[src/rtl/mhs_pkg.sv]
package mhs_pkg;
  typedef enum logic [2:0] {
    ST_IDLE,
    ST_CONFIG,
    ST_READY,
    ST_RECEIVE,
    ST_REPORT
  } seq_state_e;

  localparam int unsigned CTRL_ADDR = 0;
  localparam int unsigned STAT_ADDR = 1;
  localparam int unsigned CNT_ADDR  = 2;

  localparam int unsigned START_BIT = 0;
  localparam int unsigned DIR_BIT   = 1;

  localparam int unsigned DONE_BIT  = 0;
  localparam int unsigned PASS_BIT  = 1;
  localparam int unsigned VALID_BIT = 2;
endpackage

[src/rtl/mhs_reg_bank.sv]
module mhs_reg_bank
  import mhs_pkg::*;
#(
  parameter int unsigned ADDR_W = 7,
  parameter int unsigned DATA_W = 8
) (
  input  logic              clk_i,
  input  logic              rst_ni,
  input  logic              we_i,
  input  logic [ADDR_W-1:0] addr_i,
  input  logic [DATA_W-1:0] wdata_i,
  output logic [DATA_W-1:0] rdata_o,
  input  logic [DATA_W-1:0] stat_i,
  output logic [DATA_W-1:0] ctrl_o,
  output logic [DATA_W-1:0] count_o
);
  localparam int unsigned NUM_REGS = 1 << ADDR_W;

  logic [DATA_W-1:0] regs [NUM_REGS];

  for (genvar g = 0; g < NUM_REGS; g++) begin : g_reg
    if (g == STAT_ADDR) begin : g_ro
      // status word is wired in from the sequencer, never stored
      assign regs[g] = stat_i;
    end else begin : g_rw
      logic [DATA_W-1:0] q;
      always_ff @(posedge clk_i or negedge rst_ni) begin
        if (!rst_ni) q <= '0;
        else if (we_i && addr_i == ADDR_W'(g)) q <= wdata_i;
      end
      assign regs[g] = q;
    end
  end

  assign rdata_o = regs[addr_i];
  assign ctrl_o  = regs[CTRL_ADDR];
  assign count_o = regs[CNT_ADDR];

  p_ctrl_hold_r2: assert property (@(posedge clk_i) disable iff (!rst_ni)
    !(we_i && addr_i == ADDR_W'(CTRL_ADDR)) |=> $stable(ctrl_o));
endmodule

[src/rtl/mhs_seq.sv]
module mhs_seq
  import mhs_pkg::*;
#(
  parameter int unsigned DATA_W     = 8,
  parameter int unsigned CFG_CYCLES = 4
) (
  input  logic              clk_i,
  input  logic              rst_ni,
  input  logic              start_i,
  input  logic              dir_i,
  input  logic [DATA_W-1:0] count_i,
  input  logic              rx_fin_i,
  input  logic              rx_pass_i,
  output seq_state_e        state_o,
  output logic [DATA_W-1:0] count_o,
  output logic              done_o,
  output logic              pass_o,
  output logic              pass_vld_o
);
  localparam int unsigned CFG_W = $clog2(CFG_CYCLES + 1);

  seq_state_e        state_q;
  logic              start_q, dir_q, pass_q;
  logic [CFG_W-1:0]  cfg_cnt_q;
  logic [DATA_W-1:0] cnt_q;
  logic              start_rise;

  assign start_rise = start_i & ~start_q;

  always_ff @(posedge clk_i or negedge rst_ni) begin
    if (!rst_ni) begin
      state_q   <= ST_IDLE;
      start_q   <= 1'b0;
      dir_q     <= 1'b0;
      pass_q    <= 1'b0;
      cfg_cnt_q <= '0;
      cnt_q     <= '0;
    end else begin
      start_q <= start_i;
      if (state_q != ST_IDLE && !start_i) begin
        state_q <= ST_IDLE;
        pass_q  <= 1'b0;
      end else begin
        unique case (state_q)
          ST_IDLE: if (start_rise) begin
            state_q   <= ST_CONFIG;
            cfg_cnt_q <= '0;
            dir_q     <= dir_i;
            cnt_q     <= count_i;
            pass_q    <= 1'b0;
          end
          ST_CONFIG: begin
            if (cfg_cnt_q == CFG_W'(CFG_CYCLES - 1))
              state_q <= dir_q ? ST_RECEIVE : ST_READY;
            else
              cfg_cnt_q <= cfg_cnt_q + 1'b1;
          end
          ST_RECEIVE: if (rx_fin_i) begin
            state_q <= ST_REPORT;
            pass_q  <= rx_pass_i;
          end
          default: ;
        endcase
      end
    end
  end

  assign state_o    = state_q;
  assign count_o    = cnt_q;
  assign done_o     = state_q inside {ST_READY, ST_RECEIVE, ST_REPORT};
  assign pass_vld_o = state_q == ST_REPORT;
  assign pass_o     = pass_q & pass_vld_o;

  p_idle_on_clear_r10: assert property (@(posedge clk_i) disable iff (!rst_ni)
    (state_q != ST_IDLE && !start_i) |=> state_q == ST_IDLE);
  p_done_from_cfg_r4: assert property (@(posedge clk_i) disable iff (!rst_ni)
    $rose(done_o) |-> $past(state_q) == ST_CONFIG);
  p_result_hold_r11: assert property (@(posedge clk_i) disable iff (!rst_ni)
    (state_q == ST_REPORT && start_i) |=> (state_q == ST_REPORT && $stable(pass_o)));
endmodule

[src/rtl/mhs_stream.sv]
module mhs_stream
  import mhs_pkg::*;
#(
  parameter int unsigned DATA_W = 8
) (
  input  logic              clk_i,
  input  logic              rst_ni,
  input  seq_state_e        state_i,
  input  logic [DATA_W-1:0] count_i,
  input  logic              rx_valid_i,
  input  logic [DATA_W-1:0] rx_data_i,
  input  logic              tx_ready_i,
  output logic              rx_fin_o,
  output logic              rx_pass_o,
  output logic              tx_valid_o,
  output logic [DATA_W-1:0] tx_data_o
);
  logic [DATA_W-1:0] idx_q;
  logic              bad_q;
  logic              rx_en, tx_en, clr, rx_hit, rx_miss;

  assign rx_en   = state_i == ST_RECEIVE;
  assign tx_en   = state_i == ST_READY;
  assign clr     = state_i inside {ST_IDLE, ST_CONFIG};
  assign rx_hit  = rx_en & rx_valid_i;
  assign rx_miss = rx_hit & (rx_data_i != idx_q);

  always_ff @(posedge clk_i or negedge rst_ni) begin
    if (!rst_ni) begin
      idx_q <= '0;
      bad_q <= 1'b0;
    end else if (clr) begin
      idx_q <= '0;
      bad_q <= 1'b0;
    end else if (rx_hit) begin
      idx_q <= idx_q + 1'b1;
      if (rx_miss) bad_q <= 1'b1;
    end else if (tx_valid_o && tx_ready_i) begin
      idx_q <= idx_q + 1'b1;
    end
  end

  assign rx_fin_o   = rx_en & ((count_i == '0) |
                               (rx_hit & (idx_q == count_i - DATA_W'(1))));
  assign rx_pass_o  = ~bad_q & ~rx_miss;
  assign tx_valid_o = tx_en & (idx_q != count_i);
  assign tx_data_o  = idx_q;

  p_tx_hold_r9: assert property (@(posedge clk_i) disable iff (!rst_ni)
    (tx_valid_o && !tx_ready_i) |=> (!tx_valid_o || $stable(tx_data_o)));
  p_rx_bound_r6: assert property (@(posedge clk_i) disable iff (!rst_ni)
    rx_en |-> (count_i == '0 || idx_q < count_i));
endmodule

[src/rtl/mirror_handshake_seq.sv]
module mirror_handshake_seq
  import mhs_pkg::*;
#(
  parameter int unsigned ADDR_W     = 7,
  parameter int unsigned DATA_W     = 8,
  parameter int unsigned CFG_CYCLES = 4
) (
  input  logic              clk_i,
  input  logic              rst_ni,
  input  logic              bus_we_i,
  input  logic [ADDR_W-1:0] bus_addr_i,
  input  logic [DATA_W-1:0] bus_wdata_i,
  output logic [DATA_W-1:0] bus_rdata_o,
  input  logic              rx_valid_i,
  input  logic [DATA_W-1:0] rx_data_i,
  input  logic              tx_ready_i,
  output logic              tx_valid_o,
  output logic [DATA_W-1:0] tx_data_o
);
  logic [DATA_W-1:0] ctrl, count_reg, count_lat, stat;
  seq_state_e        state;
  logic              done, pass, pass_vld, rx_fin, rx_pass;

  always_comb begin
    stat            = '0;
    stat[DONE_BIT]  = done;
    stat[PASS_BIT]  = pass;
    stat[VALID_BIT] = pass_vld;
  end

  mhs_reg_bank #(.ADDR_W(ADDR_W), .DATA_W(DATA_W)) i_bank (
    .clk_i   (clk_i),
    .rst_ni  (rst_ni),
    .we_i    (bus_we_i),
    .addr_i  (bus_addr_i),
    .wdata_i (bus_wdata_i),
    .rdata_o (bus_rdata_o),
    .stat_i  (stat),
    .ctrl_o  (ctrl),
    .count_o (count_reg)
  );

  mhs_seq #(.DATA_W(DATA_W), .CFG_CYCLES(CFG_CYCLES)) i_seq (
    .clk_i      (clk_i),
    .rst_ni     (rst_ni),
    .start_i    (ctrl[START_BIT]),
    .dir_i      (ctrl[DIR_BIT]),
    .count_i    (count_reg),
    .rx_fin_i   (rx_fin),
    .rx_pass_i  (rx_pass),
    .state_o    (state),
    .count_o    (count_lat),
    .done_o     (done),
    .pass_o     (pass),
    .pass_vld_o (pass_vld)
  );

  mhs_stream #(.DATA_W(DATA_W)) i_stream (
    .clk_i      (clk_i),
    .rst_ni     (rst_ni),
    .state_i    (state),
    .count_i    (count_lat),
    .rx_valid_i (rx_valid_i),
    .rx_data_i  (rx_data_i),
    .tx_ready_i (tx_ready_i),
    .rx_fin_o   (rx_fin),
    .rx_pass_o  (rx_pass),
    .tx_valid_o (tx_valid_o),
    .tx_data_o  (tx_data_o)
  );

  p_valid_needs_done_r7: assert property (@(posedge clk_i) disable iff (!rst_ni)
    pass_vld |-> done);
  p_no_tx_while_rx_r9: assert property (@(posedge clk_i) disable iff (!rst_ni)
    tx_valid_o |-> !pass_vld);
endmodule

[config.mk]
export PLATFORM = sky130hd
export DESIGN_NAME = mirror_handshake_seq
export DESIGN_NICKNAME = d
export VERILOG_FILES = /design/src/rtl/mhs_pkg.sv /design/src/rtl/mhs_reg_bank.sv /design/src/rtl/mhs_seq.sv /design/src/rtl/mhs_stream.sv /design/src/rtl/mirror_handshake_seq.sv
export SDC_FILE = /design/constraint.sdc
export NUM_CORES = 2
export LEC_CHECK = 0
export ABC_AREA = 1
export BUFFER_PORTS_ARGS = -buffer_cell sky130_fd_sc_hd__buf_2
export CORE_AREA = 2 2 331 333
export CTS_BUF_LIST = sky130_fd_sc_hd__clkbuf_16
export DETAILED_ROUTE_END_ITERATION = 10
export DIE_AREA = 0 0 333 335
export GPL_ROUTABILITY_DRIVEN = 0
export HOLD_SLACK_MARGIN = 0.03
export RECOVER_POWER = 50
export SETUP_SLACK_MARGIN = 0.02
export SYNTH_ARGS = -nofsm -noshare
export SYNTH_HDL_FRONTEND = slang
export SYNTH_HIERARCHICAL = 1
export SYNTH_SLANG_ARGS = --single-unit
[constraint.sdc]
create_clock -name clk_i -period 3.6 [get_ports clk_i]
set_input_delay 0.54 -clock clk_i [delete_from_list [all_inputs] [get_ports clk_i]]
set_output_delay 0.54 -clock clk_i [all_outputs]
set_load 0.005 [all_outputs]
### Word-level counts from Yosys, hierarchy flattened

Cells that the tools add are included.

| storage, ports and cells | value |
|---|---|
| output and inout port bits | 17 |
| register bits after elaboration | 1,042 |
| word-level logic and storage cells | 460 |

| cells by class | value |
|---|---|
| equality and inequality tests | 139 |
| reductions and logical operators | 146 |
| mux-type cells | 22 |
| add/sub/neg operators | 3 |
| bitwise logic cells | 14 |
| magnitude comparators | 1 |

Operator list:

| operator | number |
|---|---|
| $eq A7 B7 Y1 const B | 64 |
| $eq A7 B6 Y1 const B | 32 |
| $logic_and A1 B1 Y1 | 129 |
| $eq A7 B5 Y1 const B | 16 |
| $bmux W8 S7 | 1 |
| $eq A7 B4 Y1 const B | 8 |
| $mux W8 | 5 |
| $eq A7 B3 Y1 const B | 4 |
| $mux W3 | 6 |
| $ne A8 B8 Y1 | 2 |
| $eq A7 B2 Y1 const B | 2 |
| $reduce_bool A3 Y1 | 4 |
| $eq A3 B2 Y1 const B | 3 |
| $pmux W3 S3 | 1 |
| $add A8 B1 Y8 const B | 1 |
| $and A1 B1 Y1 | 8 |
| $eq A8 B8 Y1 | 1 |
| $ge A8 B8 Y1 const B | 1 |
| $logic_not A8 Y1 | 1 |
| $not A7 Y8 | 1 |
| $reduce_and A4 Y1 | 2 |
| $sub A8 B1 Y8 const B | 1 |
| $logic_not A7 Y1 | 1 |
| $mux W1 | 7 |
| other kinds (17) | 24 |

### Longest topological paths before layout

| depth | value |
|---|---|
| depth after elaboration | 8 |
| gate-level depth with buffers | 18 |
| depth with buffers taken out | 18 |

### Modules after synthesis

Netlist, hierarchy kept.

Modules (own cells, without submodules):

| module | sequential area each (um2) | cells each | area an instance (um2) | instances |
|---|---|---|---|---|
| mhs_reg_bank | 25,424.4 | 6,111 | 46,314.4 | 1 |
| mhs_stream | 225.2 | 176 | 1,064.8 | 1 |
| mhs_seq | 425.4 | 109 | 853.3 | 1 |
| mirror_handshake_seq | 0.0 | 1 | 3.8 | 1 |

### Worst setup path before layout

OpenSTA, ideal clock, no wires.

| timing | value |
|---|---|
| kind | input-to-output |
| from | in bus_addr_i[1] |
| to | out bus_rdata_o[6] |
| required time | 3.060 ns |
| stages on the path | 14 |
| arrival time | 1.946 ns |
| buffers on the path | 3 |
| path slack | 1.114 ns |
| cells stage by stage | buf_2 inv_2 nand2_1 inv_2 buf_2 buf_1 nand2_1 nand4_1 nand2_1 nand2_1 o21ai_1 nand2_1 nor2_1 nor2_1 |

| between the ends | value |
|---|---|
| longest elaborated chain between the ends | 4 |

RTL lines:

| item | RTL line | text |
|---|---|---|
| start: declaration | mirror_handshake_seq.sv:11 | `input logic [ADDR_W-1:0] bus_addr_i,` |
| $not A7 Y8 (not written as such) | mhs_reg_bank.sv:35 | `assign rdata_o = regs[addr_i];` |
| $bmux W8 S7 | mhs_reg_bank.sv:35 |  |
| $mux W8 (not written as such) (2 in series) | mhs_reg_bank.sv:35 |  |
| end: declaration | mirror_handshake_seq.sv:13 | `output logic [DATA_W-1:0] bus_rdata_o,` |

Every way passes these cells. The select of a mux whose other input is x is not followed.

### Final worst setup path

| timing | value |
|---|---|
| from | reg i_seq.state_q[1] (netlist: i_seq/state_o[1]) |
| to | out bus_rdata_o[1] |

| between the ends | value |
|---|---|
| longest elaborated chain between the ends | 5 |

RTL lines:

| item | RTL line | text |
|---|---|---|
| start: declaration | mhs_seq.sv:22 | `seq_state_e state_q;` |
| start signal: assignment | mhs_seq.sv:54 | `state_q <= dir_q ? ST_RECEIVE : ST_READY;` |
| $eq A3 B3 Y1 | mhs_seq.sv:71 | `assign pass_vld_o = state_q == ST_REPORT;` |
| via pass_vld | mirror_handshake_seq.sv:22 | `logic done, pass, pass_vld, rx_fin, rx_pass;` |
| $and A1 B1 Y1 | mhs_seq.sv:72 | `assign pass_o = pass_q & pass_vld_o;` |
| via pass | mirror_handshake_seq.sv:22 |  |
| $bmux W8 S7 | mhs_reg_bank.sv:35 |  |
| $mux W8 (not written as such) (2 in series) | mhs_reg_bank.sv:35 |  |

The timed path passes the listed nets, and every way through them passes these cells. The select of a mux whose other input is x is not followed.

==> results_dict.tcl <==
set metrics [dict create \
    io_pins 45 \
    max_slew_margin_pct -3.815 \
    ys_seq_area_share_pct 54.06 \
    reg2reg_setup_slack_ns 1.57 \
    tightest_slew_ns 1.557 \
    postCtsSetupBuffers 0 \
    worstPathRequired_ns 3.06 \
    cts.sinks 1042 \
    synth_edf_count 0 \
    hp-start "bus_wdata_i[6]" \
    synthToLayoutAreaGrowth_pct 12.24 \
    violations "max-capacitance violations, max-slew violations" \
    ir_worst_vdd_uv 376.0 \
    clkSlewWorstSetupHoldPaths_ns 0.06 \
    grt_pass1_wl_microns 242100 \
    p_seq_share_pct 48.2 \
    place_ws_ns 0.05677 \
    cts_tree "built" \
    r2r_start "i_seq/count_o[0]" \
    status "finished with violations" \
    p_switching_mw 7.451 \
    finalHoldViolations 0 \
    fin_ws_ns 0.09771 \
    syn_area_sq_um 48240 \
    min_path_type "in -> reg" \
    cts_buffer_depth 3 \
    fmax_mhz 285.5 \
    worstRegToRegCells 16 \
    cp.arrival_ns 2.96 \
    n_antenna_cell 0 \
    synth-main-ff-cell "dfrtp_1" \
    rsz0062_at_grt "false" \
    routed_wl_microns 153300 \
    synth.top_cell.area_share_pct 54.06 \
    slowest_stage "dfrtp_2" \
    p_leak_nw 26.94 \
    place_hpwl_microns 96050 \
    timing.rr.end "i_seq/state_o[0]" \
    drc 0 \
    syn_area_per_cell_sq_um 7.540 \
    cts_buffers 114 \
    min_to "i_bank/g_reg[37].g_rw.q[6]" \
    core_sq_um 108100 \
    portBuffers 44 \
    root_buffer "clkbuf_16" \
    drv_slew 202 \
    dieArea_sq_um 111600 \
    grt_pass1_vias 40210 \
    cts_htree_levels 3 \
    p_int_mw 20.02 \
    die_w_microns 333 \
    crit_path_max_incr_delay_ns 0.48 \
    vias 42370 \
    dieHeight_microns 335 \
    synth_cells 6397 \
    yosys_warnings 6 \
    post-route-period-util_pct 97.29 \
    maxCapViolations 4 \
    clockPowerShare_pct 40.5 \
    antenna_found_initial 2 \
    gr-total-overflow 0 \
    gr-usage-all-layers_pct 27.65 \
    setup_viol 0 \
    swShare_pct 27.12 \
    wl_per_cell_microns 19.58 \
    critPathMaxFanout 10 \
    clock_latency_ns 0.70 \
    clock_skew_ns 0.01324 \
    drtIter0Drc 4247 \
    criticalPathCategory "reg -> out" \
    startpoint "i_seq/state_o[1]" \
    synth_seq_cells 1042 \
    yosysTopAreaCell "dfrtp_1" \
    min_period_ns 3.502 \
    dr.pass1.iters 6 \
    grt_max_degree 102 \
    synth_area_leaders "dfrtp_1 54%, nand2_1 26%, o21ai_0 11%, clkbuf_1 2.8%, nand3_1 1.9%" \
    nNetsFinal 6359 \
    ant_nets 0 \
    via_per_inst 5.410 \
    cp-start-kind "register" \
    drive_above_1_share_pct 6.654 \
    synth-async-reset-ratio_pct 100.0 \
    ys_types 32 \
    whs_ns 0.3135 \
    path_common_cell "nand2_1" \
    hold_depth 3 \
    power_density_nw_per_um2 507.5 \
    num_rows 121 \
    combPwrFrac_pct 11.3 \
    start_util_pct 44.62 \
    path_cells "nor3_2 -> inv_1 -> nor2_1 -> nand2_1 -> nand2_1 -> nand2_1 -> nand3_1 -> nand2_1 -> nand2_1 -> o21ai_1 -> nand2_1 -> nor2_2 -> nor2_1 -> buf_2" \
    setup_tns_ns 0 \
    end_kind "output port" \
]
## cells in the mapped netlist (2+ instances only)
library cell and n:
nand2_1 3362, o21ai_0 1071, dfrtp_1 1042, clkbuf_1 362, nand3_1 187, nor2_1 80, buf_2 55, inv_1 48
nand4_1 44, o21ai_1 40, a21oi_1 21, buf_1 16, inv_2 11, xnor2_1 11, clkinv_1 9, nor2_2 7
ha_1 4, nand2_2 4, o21bai_1 4, or2_2 3, xor2_1 3, nand3_2 2, nor3b_1 2
## through the flow
stage / utilization, % / cells / power, mW / instance area (sq um)
after floorplan: - / 6401 / 15.21 / 48250
after global placement: 47.06 / 7624 / 16.49 / 50870
after detailed placement: 47.06 / 7624 / 16.57 / 50870
after CTS: 50.32 / 7831 / 27.71 / 54390
after global routing: 50.09 / 7831 / 28.72 / 54140
final: 50.09 / 7831 / 27.48 / 54140
## layout by cell type, fill, tap and decap left out, types with 11 or more instances in the layout
master	Yosys	routed
buf_12	0	46
o21ai_1	40	44
clkinv_1	9	39
clkbuf_1	362	13
dfrtp_1	1042	1039
o21ai_0	1071	1067
nand4_1	44	44
buf_2	55	43
inv_1	48	66
nand3_1	187	188
clkbuf_16	0	119
nand2_1	3362	3363
nor2_1	80	74
clkinv_2	0	21
a21oi_1	21	21
xnor2_1	11	11
buf_4	0	127
## layer usage
metal / vias to the layer above / part of all wire (%) / track usage [%] / wire length, microns
met5: - / 0 / 0 / 0
li1: 20200 / - / - / -
met4: 0 / 2.7 / 8.366 / 4103
met3: 224 / 6.9 / 3.620 / 10600
met1: 20540 / 46 / 40.27 / 69760
met2: 1402 / 45 / 43.05 / 68850
## layout make-up
| cell class | count | area, sq um |
|---|---|---|
| clock buffers | 119 | 2978 |
| well taps | 1414 | 1769 |
| repair buffers | 245 | 2261 |
| flip-flops and latches | 1042 | 26080 |
| fillers | 10680 | 53960 |
| multi-input cells | 4856 | 20240 |
| inverters | 68 | 290.3 |
| clock inverters | 87 | 523.0 |
## cells by family after synthesis
group / count (synthesis) / synth area share, %
compound gates: 1137 / 11.82
flops: 1042 / 54.06
buf+inv: 503 / 4.075
other cells: 1 / 0.007774
fa+ha+maj: 4 / 0.1038
xor+xnor: 15 / 0.2879
simple gates: 3695 / 29.65
## power groups by stage
stage               sequential [mW]  combinational, mW  clock, mW
finish                         13.3               3.09       11.1
global route                   13.4               3.54       11.8
CTS                            13.2               3.14       11.3
detailed placement             13.4               3.13          0
global placement               13.4               3.07          0
floorplan                      13.3               1.92          0
## registers in the layout, indices dropped and copies added (netlist names)
name                cells
i_bank/count_o          8
i_bank/ctrl_o           8
i_bank/g.g_rw.q      1000
i_seq/cfg_cnt_q         3
i_seq/count_o           8
i_seq/dir_q             1
i_seq/pass_q            1
i_seq/start_q           1
i_seq/state_o           3
i_stream/bad_q          1
i_stream/tx_data_o      8
## critical path: cells and delay by family (launching register included)
kind,cells,cell delay (ns)
and+or+nand+nor,11,1.35
DFF,1,0.48
buffers and inverters,2,0.26
AOI/OAI and AO/OA,1,0.17
## worst max path at each step
stage	to	slack [ns]	cells past startpoint
2_1_floorplan	bus_rdata_o[6]	1.11	14
3_3_place_gp	bus_rdata_o[2]	0.03	14
3_5_place_dp	bus_rdata_o[2]	0.06	12
4_1_cts	bus_rdata_o[0]	0.02	15
5_1_grt	i_bank/g_reg[68].g_rw.q[0]	0.03	3
6_report	bus_rdata_o[1]	0.1	14
## what timing repair did
action | in CTS | in global routing
endpoints found under the hold margin | 41 | 0
hold buffers | 1 | 0
setup endpoints to repair | 3 | 5
cloned | 0 | 0
gates resized for setup | 3 | 8
(Power assumes the default switching activity.)
